==> config.mk <==
export PLATFORM = sky130hd
export DESIGN_NAME = dest_addr_filter
export DESIGN_NICKNAME = d
export VERILOG_FILES = /design/src/rtl/dafilt_pkg.sv /design/src/rtl/dafilt_capture.sv /design/src/rtl/dafilt_crc.sv /design/src/rtl/dafilt_decide.sv /design/src/rtl/dest_addr_filter.sv
export SDC_FILE = /design/constraint.sdc
export NUM_CORES = 1
export LEC_CHECK = 0
export CAP_MARGIN = 20
export CORE_MARGIN = 1
export CORE_UTILIZATION = 30
export CTS_BUF_LIST = sky130_fd_sc_hd__clkbuf_8 sky130_fd_sc_hd__clkbuf_16
export DETAILED_ROUTE_END_ITERATION = 10
export GPL_ROUTABILITY_DRIVEN = 0
export GPL_TIMING_DRIVEN = 0
export SETUP_SLACK_MARGIN = 0.15
export SLEW_MARGIN = 0
export SYNTH_ARGS = -nofsm -noshare
export SYNTH_HDL_FRONTEND = slang
export SYNTH_SLANG_ARGS = --single-unit
export TNS_END_PERCENT = 10
==> constraint.sdc <==
create_clock -name clk -period 4.54 [get_ports clk]
set_input_delay 0.454 -clock clk [delete_from_list [all_inputs] [get_ports clk]]
set_output_delay 0.454 -clock clk [all_outputs]
set_load 0.01 [all_outputs]
==> src/rtl/dafilt_pkg.sv <==
package dafilt_pkg;
  localparam int ADDR_BYTES = 6;
  localparam int OCTET_W    = 8;
  localparam int ADDR_W     = ADDR_BYTES * OCTET_W;
  localparam int CRC_W      = 32;
  localparam int HASH_IDX_W = 6;
  localparam int HASH_WORD_W = 32;

  // One octet through the reflected CRC, least significant bit first.
  function automatic logic [CRC_W-1:0] crc_octet(input logic [CRC_W-1:0] crc_in,
                                                 input logic [OCTET_W-1:0] octet,
                                                 input logic [CRC_W-1:0] poly);
    logic [CRC_W-1:0] c;
    c = crc_in;
    for (int b = 0; b < OCTET_W; b++) begin
      c = (c >> 1) ^ (poly & {CRC_W{c[0] ^ octet[b]}});
    end
    return c;
  endfunction

  function automatic logic [HASH_IDX_W-1:0] hash_index(input logic [CRC_W-1:0] crc);
    return crc[CRC_W-1 -: HASH_IDX_W];
  endfunction

  function automatic logic hash_lookup(input logic [HASH_IDX_W-1:0] idx,
                                       input logic [HASH_WORD_W-1:0] word0,
                                       input logic [HASH_WORD_W-1:0] word1);
    logic [HASH_WORD_W-1:0] w;
    w = idx[HASH_IDX_W-1] ? word1 : word0;
    return w[idx[HASH_IDX_W-2:0]];
  endfunction
endpackage

==> src/rtl/dafilt_capture.sv <==
module dafilt_capture
  import dafilt_pkg::*;
#(
  parameter int NBYTES = ADDR_BYTES
) (
  input  logic                      clk,
  input  logic                      rst_n,
  input  logic                      in_valid,
  input  logic                      in_sof,
  input  logic [OCTET_W-1:0]        in_byte,
  output logic                      take,
  output logic                      last_byte,
  output logic [NBYTES*OCTET_W-1:0] addr_q,
  output logic                      done_q
);
  localparam int AW = NBYTES * OCTET_W;
  localparam int CW = $clog2(NBYTES + 1);
  localparam logic [CW-1:0] FULL = CW'(NBYTES);
  localparam logic [CW-1:0] ONE  = CW'(1);

  logic [CW-1:0] cnt_q;

  assign take      = in_valid && (in_sof || (cnt_q < FULL));
  assign last_byte = take && (in_sof ? (NBYTES == 1) : (cnt_q == FULL - ONE));

  always_ff @(posedge clk or negedge rst_n) begin
    if (!rst_n) begin
      cnt_q  <= FULL;
      addr_q <= '0;
      done_q <= 1'b0;
    end else begin
      done_q <= last_byte;
      if (take) begin
        cnt_q  <= in_sof ? ONE : cnt_q + ONE;
        addr_q <= {addr_q[AW-OCTET_W-1:0], in_byte};
      end
    end
  end
endmodule

==> src/rtl/dafilt_crc.sv <==
module dafilt_crc
  import dafilt_pkg::*;
#(
  parameter logic [CRC_W-1:0] POLY = 32'hEDB88320
) (
  input  logic               clk,
  input  logic               rst_n,
  input  logic               take,
  input  logic               in_sof,
  input  logic [OCTET_W-1:0] in_byte,
  output logic [CRC_W-1:0]   crc_q
);
  logic [CRC_W-1:0] seed;
  assign seed = in_sof ? {CRC_W{1'b1}} : crc_q;

  always_ff @(posedge clk or negedge rst_n) begin
    if (!rst_n)    crc_q <= {CRC_W{1'b1}};
    else if (take) crc_q <= crc_octet(seed, in_byte, POLY);
  end
endmodule

==> src/rtl/dafilt_decide.sv <==
module dafilt_decide
  import dafilt_pkg::*;
(
  input  logic [ADDR_W-1:0]      addr,
  input  logic [CRC_W-1:0]       crc,
  input  logic [15:0]            station_hi,
  input  logic [31:0]            station_lo,
  input  logic [HASH_WORD_W-1:0] hash_lo,
  input  logic [HASH_WORD_W-1:0] hash_hi,
  input  logic                   bcast_reject,
  input  logic                   ind_hash,
  input  logic                   promisc,
  output logic                   is_bcast,
  output logic                   is_mcast,
  output logic                   station_hit,
  output logic                   hash_bit,
  output logic                   accept
);
  assign is_bcast    = &addr;
  assign is_mcast    = addr[ADDR_W-OCTET_W] && !is_bcast;
  assign station_hit = (addr == {station_hi, station_lo});
  assign hash_bit    = hash_lookup(hash_index(crc), hash_lo, hash_hi);

  always_comb begin
    if (promisc)       accept = 1'b1;
    else if (is_bcast) accept = !bcast_reject;
    else if (is_mcast) accept = hash_bit;
    else               accept = station_hit || (ind_hash && hash_bit);
  end
endmodule

==> src/rtl/dest_addr_filter.sv <==
module dest_addr_filter
  import dafilt_pkg::*;
#(
  parameter logic [31:0] CRC_POLY = 32'hEDB88320
) (
  input  logic        clk,
  input  logic        rst_n,
  input  logic        in_valid,
  input  logic        in_sof,
  input  logic [7:0]  in_byte,
  input  logic [15:0] cfg_station_hi,
  input  logic [31:0] cfg_station_lo,
  input  logic [31:0] cfg_hash_lo,
  input  logic [31:0] cfg_hash_hi,
  input  logic        cfg_bcast_reject,
  input  logic        cfg_ind_hash,
  input  logic        cfg_promisc,
  output logic        dec_valid,
  output logic        dec_accept
);
  logic              take;
  logic              last_byte;
  logic [ADDR_W-1:0] addr_q;
  logic [CRC_W-1:0]  crc_q;
  logic              is_bcast, is_mcast, station_hit, hash_bit, accept_raw;

  dafilt_capture #(.NBYTES(ADDR_BYTES)) u_cap (
    .clk(clk), .rst_n(rst_n), .in_valid(in_valid), .in_sof(in_sof),
    .in_byte(in_byte), .take(take), .last_byte(last_byte),
    .addr_q(addr_q), .done_q(dec_valid)
  );

  dafilt_crc #(.POLY(CRC_POLY)) u_crc (
    .clk(clk), .rst_n(rst_n), .take(take), .in_sof(in_sof),
    .in_byte(in_byte), .crc_q(crc_q)
  );

  dafilt_decide u_dec (
    .addr(addr_q), .crc(crc_q), .station_hi(cfg_station_hi),
    .station_lo(cfg_station_lo), .hash_lo(cfg_hash_lo), .hash_hi(cfg_hash_hi),
    .bcast_reject(cfg_bcast_reject), .ind_hash(cfg_ind_hash),
    .promisc(cfg_promisc), .is_bcast(is_bcast), .is_mcast(is_mcast),
    .station_hit(station_hit), .hash_bit(hash_bit), .accept(accept_raw)
  );

  assign dec_accept = dec_valid && accept_raw;
endmodule

== Yosys cells after proc, flatten, opt, wreduce, memory -nomap -nowiden ==
Cells that the tools add are included.

* Bits in registers: 84
* Output and inout port bits: 2
* Word-level logic and storage cells: 44

* $add $sub $neg: 1
* Order comparisons: 2
* Eq/ne operators: 2
* Mux-type cells: 9
* Bitwise operators: 16
* Reductions and logical operators: 10

{| class="wikitable"
|+ Operator list
! cell !! count
|-
| $xor A31 B32 Y32 || 8
|-
| $mux W32 || 2
|-
| $eq A48 B48 Y1 || 1
|-
| $reduce_and A48 Y1 || 1
|-
| $xor A1 B1 Y1 || 8
|-
| $lt A5 B6 Y1 const B || 1
|-
| $bmux W1 S5 || 1
|-
| $logic_and A1 B1 Y1 || 5
|-
| $mux W1 || 5
|-
| $add A3 B1 Y3 const B || 1
|-
| $eq A3 B3 Y1 const B || 1
|-
| $lt A3 B3 Y1 const B || 1
|-
| $mux W3 || 1
|-
| $logic_not A1 Y1 || 2
|-
| $logic_or A1 B1 Y1 || 2
|}

== Logic depth before layout (Yosys ltp) ==
* Depth in word-level cells: 17
* Gate-level depth with buffers: 8

== Hierarchy ==
Synthesis repeated with hierarchy kept, for this count alone.

* Cells, all modules: 475
* Area total of the unflattened synthesis: 5616.6 µm²

{| class="wikitable"
|+ Modules (own cells, without submodules)
! module !! instances !! cells an instance !! area each (µm²)
|-
| dafilt_crc || 1 || 214 || 2296.0
|-
| dafilt_capture || 1 || 124 || 2040.7
|-
| dafilt_decide || 1 || 136 || 1273.7
|-
| dest_addr_filter || 1 || 1 || 6.3
|}

== Worst setup path before layout ==
OpenSTA, ideal clock, no wires.

* Kind: register -> output
* From: reg u_crc.crc_q[31]
* To: out dec_accept
* Data arrival time: 2.103 ns
* Path slack: 1.983 ns
* Cell stages (with the launch flop): 9
* Path buffers: 2
* Path through: dfstp_2 -> buf_2 -> buf_2 -> mux4_2 -> a22oi_1 -> nand4_1 -> o211ai_1 -> o21a_1 -> o22ai_1

* Longest elaborated chain between the ends: 9

{| class="wikitable"
|+ Ends and longest elaborated chain
! what !! line !! source
|-
| from (decl) || dafilt_crc.sv:11 || <nowiki>output logic [CRC_W-1:0] crc_q</nowiki>
|-
| from (signal assigned) || dafilt_crc.sv:17 || <nowiki>if (!rst_n) crc_q <= {CRC_W{1'b1}};</nowiki>
|-
| from (signal assigned) || dafilt_crc.sv:18 || <nowiki>else if (take) crc_q <= crc_octet(seed, in_byte, POLY);</nowiki>
|-
| $mux W32 (*) || dafilt_pkg.sv:29 || <nowiki>w = idx[HASH_IDX_W-1] ? word1 : word0;</nowiki>
|-
| $bmux W1 S5 (*) || dafilt_pkg.sv:30 || <nowiki>return w[idx[HASH_IDX_W-2:0]];</nowiki>
|-
| $mux W1 (not written as such) (*) || dafilt_pkg.sv:30 ||
|-
| $logic_and A1 B1 Y1 || dafilt_decide.sv:28 || <nowiki>else accept = station_hit || (ind_hash && hash_bit);</nowiki>
|-
| $logic_or A1 B1 Y1 || dafilt_decide.sv:28 ||
|-
| $mux W1 (*) || dafilt_decide.sv:27 || <nowiki>else if (is_mcast) accept = hash_bit;</nowiki>
|-
| $mux W1 (*) || dafilt_decide.sv:26 || <nowiki>else if (is_bcast) accept = !bcast_reject;</nowiki>
|-
| $mux W1 (*) || dafilt_decide.sv:25 || <nowiki>if (promisc) accept = 1'b1;</nowiki>
|-
| $logic_and A1 B1 Y1 (*) || dest_addr_filter.sv:46 || <nowiki>assign dec_accept = dec_valid && accept_raw;</nowiki>
|-
| to (decl) || dest_addr_filter.sv:19 || <nowiki>output logic dec_accept</nowiki>
|}

Every way passes the cells marked *; elsewhere a longest branch is shown, timed or not. The select of a mux whose other input is x is not followed.

== Worst setup path after layout ==
Ends and elaborated chain as after synthesis.

==> reports/results.txt <==
Diodes inserted: 0
Crit Path Class: flip-flop to output pin
Grt total ovfl: 0
Worst-path fanout max: 10
CTS tree: done
Layout filler cell count: 1636
Pin count of the biggest net entering global routing: 63
Leakage power total: 2.69 nW
CP Buf/Inv Count: 3
Syn avg cell area: 11.2 um2
Relative slew slack: 0.538
CP startpoint kind: flip-flop
Clock Sinks: 84
Most numerous cell in the Yosys netlist: xnor2_1
Hold Vio Cnt, Final: 0
Critical Path Most Common Cell: buf_2
Crit path DAT: 3.20 ns
Top cells by area, synth: dfrtp_1, dfstp_2, xnor2_1
Die height: 136 um
Number of CTS-inserted buffers: 9
Peak per-stage delay on the critical path: 0.56 ns
Max Clk Rate: 274 MHz
Final setup fails: 0
Unrepaired setup endpoints after global routing: false
PwrDens: 590 nW/um2
Die area: 18400 um2
Period utilisation layout: 0.805
Cell area after technology mapping: 5350 um2
R2r setup slk: 2.19 ns
DRC violations left: 0
Sequential share of the synthesized area: 0.401
Worst-Skew Late Latency: 0.34 ns
Via count: 4118
Async SR Flop Fraction: 1.00
Status: finished clean
Initial Util: 0.308
Port-buffer cells: 127
Syn-to-layout area delta: 34.6%
#FFs+latches synth: 84
Yosys warning count: 0
Post-Synthesis Cells: 478
Multi-input logic area: 3070 um2
Hold_buf cts: 0
Minimum clock period: 3.65 ns
Post-Syn Nets: 607
CTS root buffer: clkbuf_16
Clk_skew: 0.00685 ns
Total GRT Usage: 0.173
First-pass GRT wire length: 24.0 mm
Capturing point of the worst reg2reg path: u_crc.crc_q[19]
VDD IR max: 0.273 mV
Max-slew violation count: 0
Routed vias/inst: 4.87
Post-DP HPWL: 11.9 mm
CP endpoint kind: output pin
Post_cts resized: 0
Top cell type's share of synthesized area: 0.234
Reg2reg start: u_crc.crc_q[0]
Worst-Margin Slew: 0.688 ns
1st-pass router iterations: 4
Unique masters post-synth: 43
Crit-path leading delay family: buffers and inverters
Worst hold path class: input pin to asynchronous set/reset pin
Worst path required time: 4.09 ns
Final setup TNS: 0 ns
CTS clk-pin slew, worst paths: 0.07 ns
Initial antenna violation count: 0
Post-synth EDFFs: 0
Post-synth top area cell: dfrtp_1
H-tree lvl count: 3
Ys flop type: dfrtp_1
# Post-CTS Setup Buffers: 0
Maximum clock path buffer count: 2
Chip Width: 136 um
R2R depth: 6
Max-Cap Viols: 0
Crit path cell chain: buf_2 > buf_2 > mux4_2 > a22oi_1 > nand4_1 > o211ai_1 > o21a_1 > o22ai_1 > clkdlybuf4s50_1
Most frequent cells after synthesis: xnor2_1, dfrtp_1, mux2_2
Nets: 746
Core footprint: 17400 um2
Reg area: 2140 um2
Post-DR wirelength/cell: 18.1 um
DRT iter0 DRCs: 306
Routed Antenna Nets: 0
Top Ports: 129
Max stage delay cell, worst path: mux4_2
Pwr Total: 4.25 mW
Layout cells sized above 1: 0.219
Row Count: 48
Vias in the first global route: 4409
Drt total wl: 15.3 mm
[routing by layer]
layer / vias to the layer above / wire, um / GRT usage
li1: 1955 / - / -
met2: 144 / 7420 / 0.292
met1: 2006 / 6720 / 0.226
met5: - / 0 / 0
met4: 0 / 207 / 0.0556
met3: 13 / 973 / 0.0262
[through the flow]
step	utilization	instance area (um2)	std cells	worst slack (ns)	hold slack (ns)
final	0.415	7200	846	0.887	0.00242
after detailed placement	0.399	6930	831	1.06	0.374
after floorplan	-	5350	478	1.98	0.158
after CTS	0.415	7200	846	0.826	0.00554
after global routing	0.415	7200	846	0.687	0.0189
after global placement	0.398	6900	830	0.0469	0.449
[how the worst max path moves through the flow]
stage / cells past startpoint / endpoint / start / slack, ns
after floorplan: 8 / dec_accept / u_crc.crc_q[31] / 1.98
after global placement: 1 / u_cap.done_q / rst_n / 0.05
after detailed placement: 8 / dec_accept / cfg_station_lo[25] / 1.06
after CTS: 9 / dec_accept / u_crc.crc_q[31] / 0.83
after global routing: 9 / dec_accept / u_crc.crc_q[31] / 0.69
final: 9 / dec_accept / u_crc.crc_q[31] / 0.89
[power breakdown]
group          switching (mW)  internal (mW)
Combinational           0.966           1.15
Sequential              0.302           1.15
Clock                   0.312          0.373
[flip-flops by register name (all words and copies together) (netlist names)]
| name | flops |
|---|---|
| u_crc.crc_q | 32 |
| u_cap.done_q | 1 |
| u_cap.cnt_q | 3 |
| u_cap.addr_q | 48 |
[area by class of cell]
class                   count  area share
multi-input cells         362       0.427
flip-flops and latches     84       0.298
repair buffers            128       0.180
well taps                 225      0.0391
clock buffers               9      0.0313
plain buffers              23      0.0137
clock inverters             6     0.00695
inverters                   9     0.00469
[layout by cell type (no fill, tap or decap), drive strengths merged, types with 3 or more instances in the layout]
cell type and n:
clkdlybuf4s50 126, buf 10, o22ai 3, nand2 40
dfrtp 50, xor2 32, nor2b 4, a22oi 6
nor4 10, nand4 19, o21ai 32, nand2b 8
mux4 16, inv 11, a21oi 4, xnor2 79
dfstp 34, mux2 49, nor2 37, clkbuf 24
xnor3 3, mux2i 3
[kinds of logic (layout without fill, tap and decap cells)]
kind of cell | Yosys count | after routing | share of synthesized area
AND/OR/NAND/NOR | 122 | 122 | 0.110
buffers and inverters | 32 | 175 | 0.0248
AO/OA/AOI/OAI | 55 | 55 | 0.0622
XOR/XNOR | 115 | 115 | 0.221
flip-flops | 84 | 84 | 0.401
adder cells (fa/ha/maj) | 2 | 2 | 0.00468
multiplexers | 68 | 68 | 0.176
No activity file was read; power rests on OpenSTA's default activity.
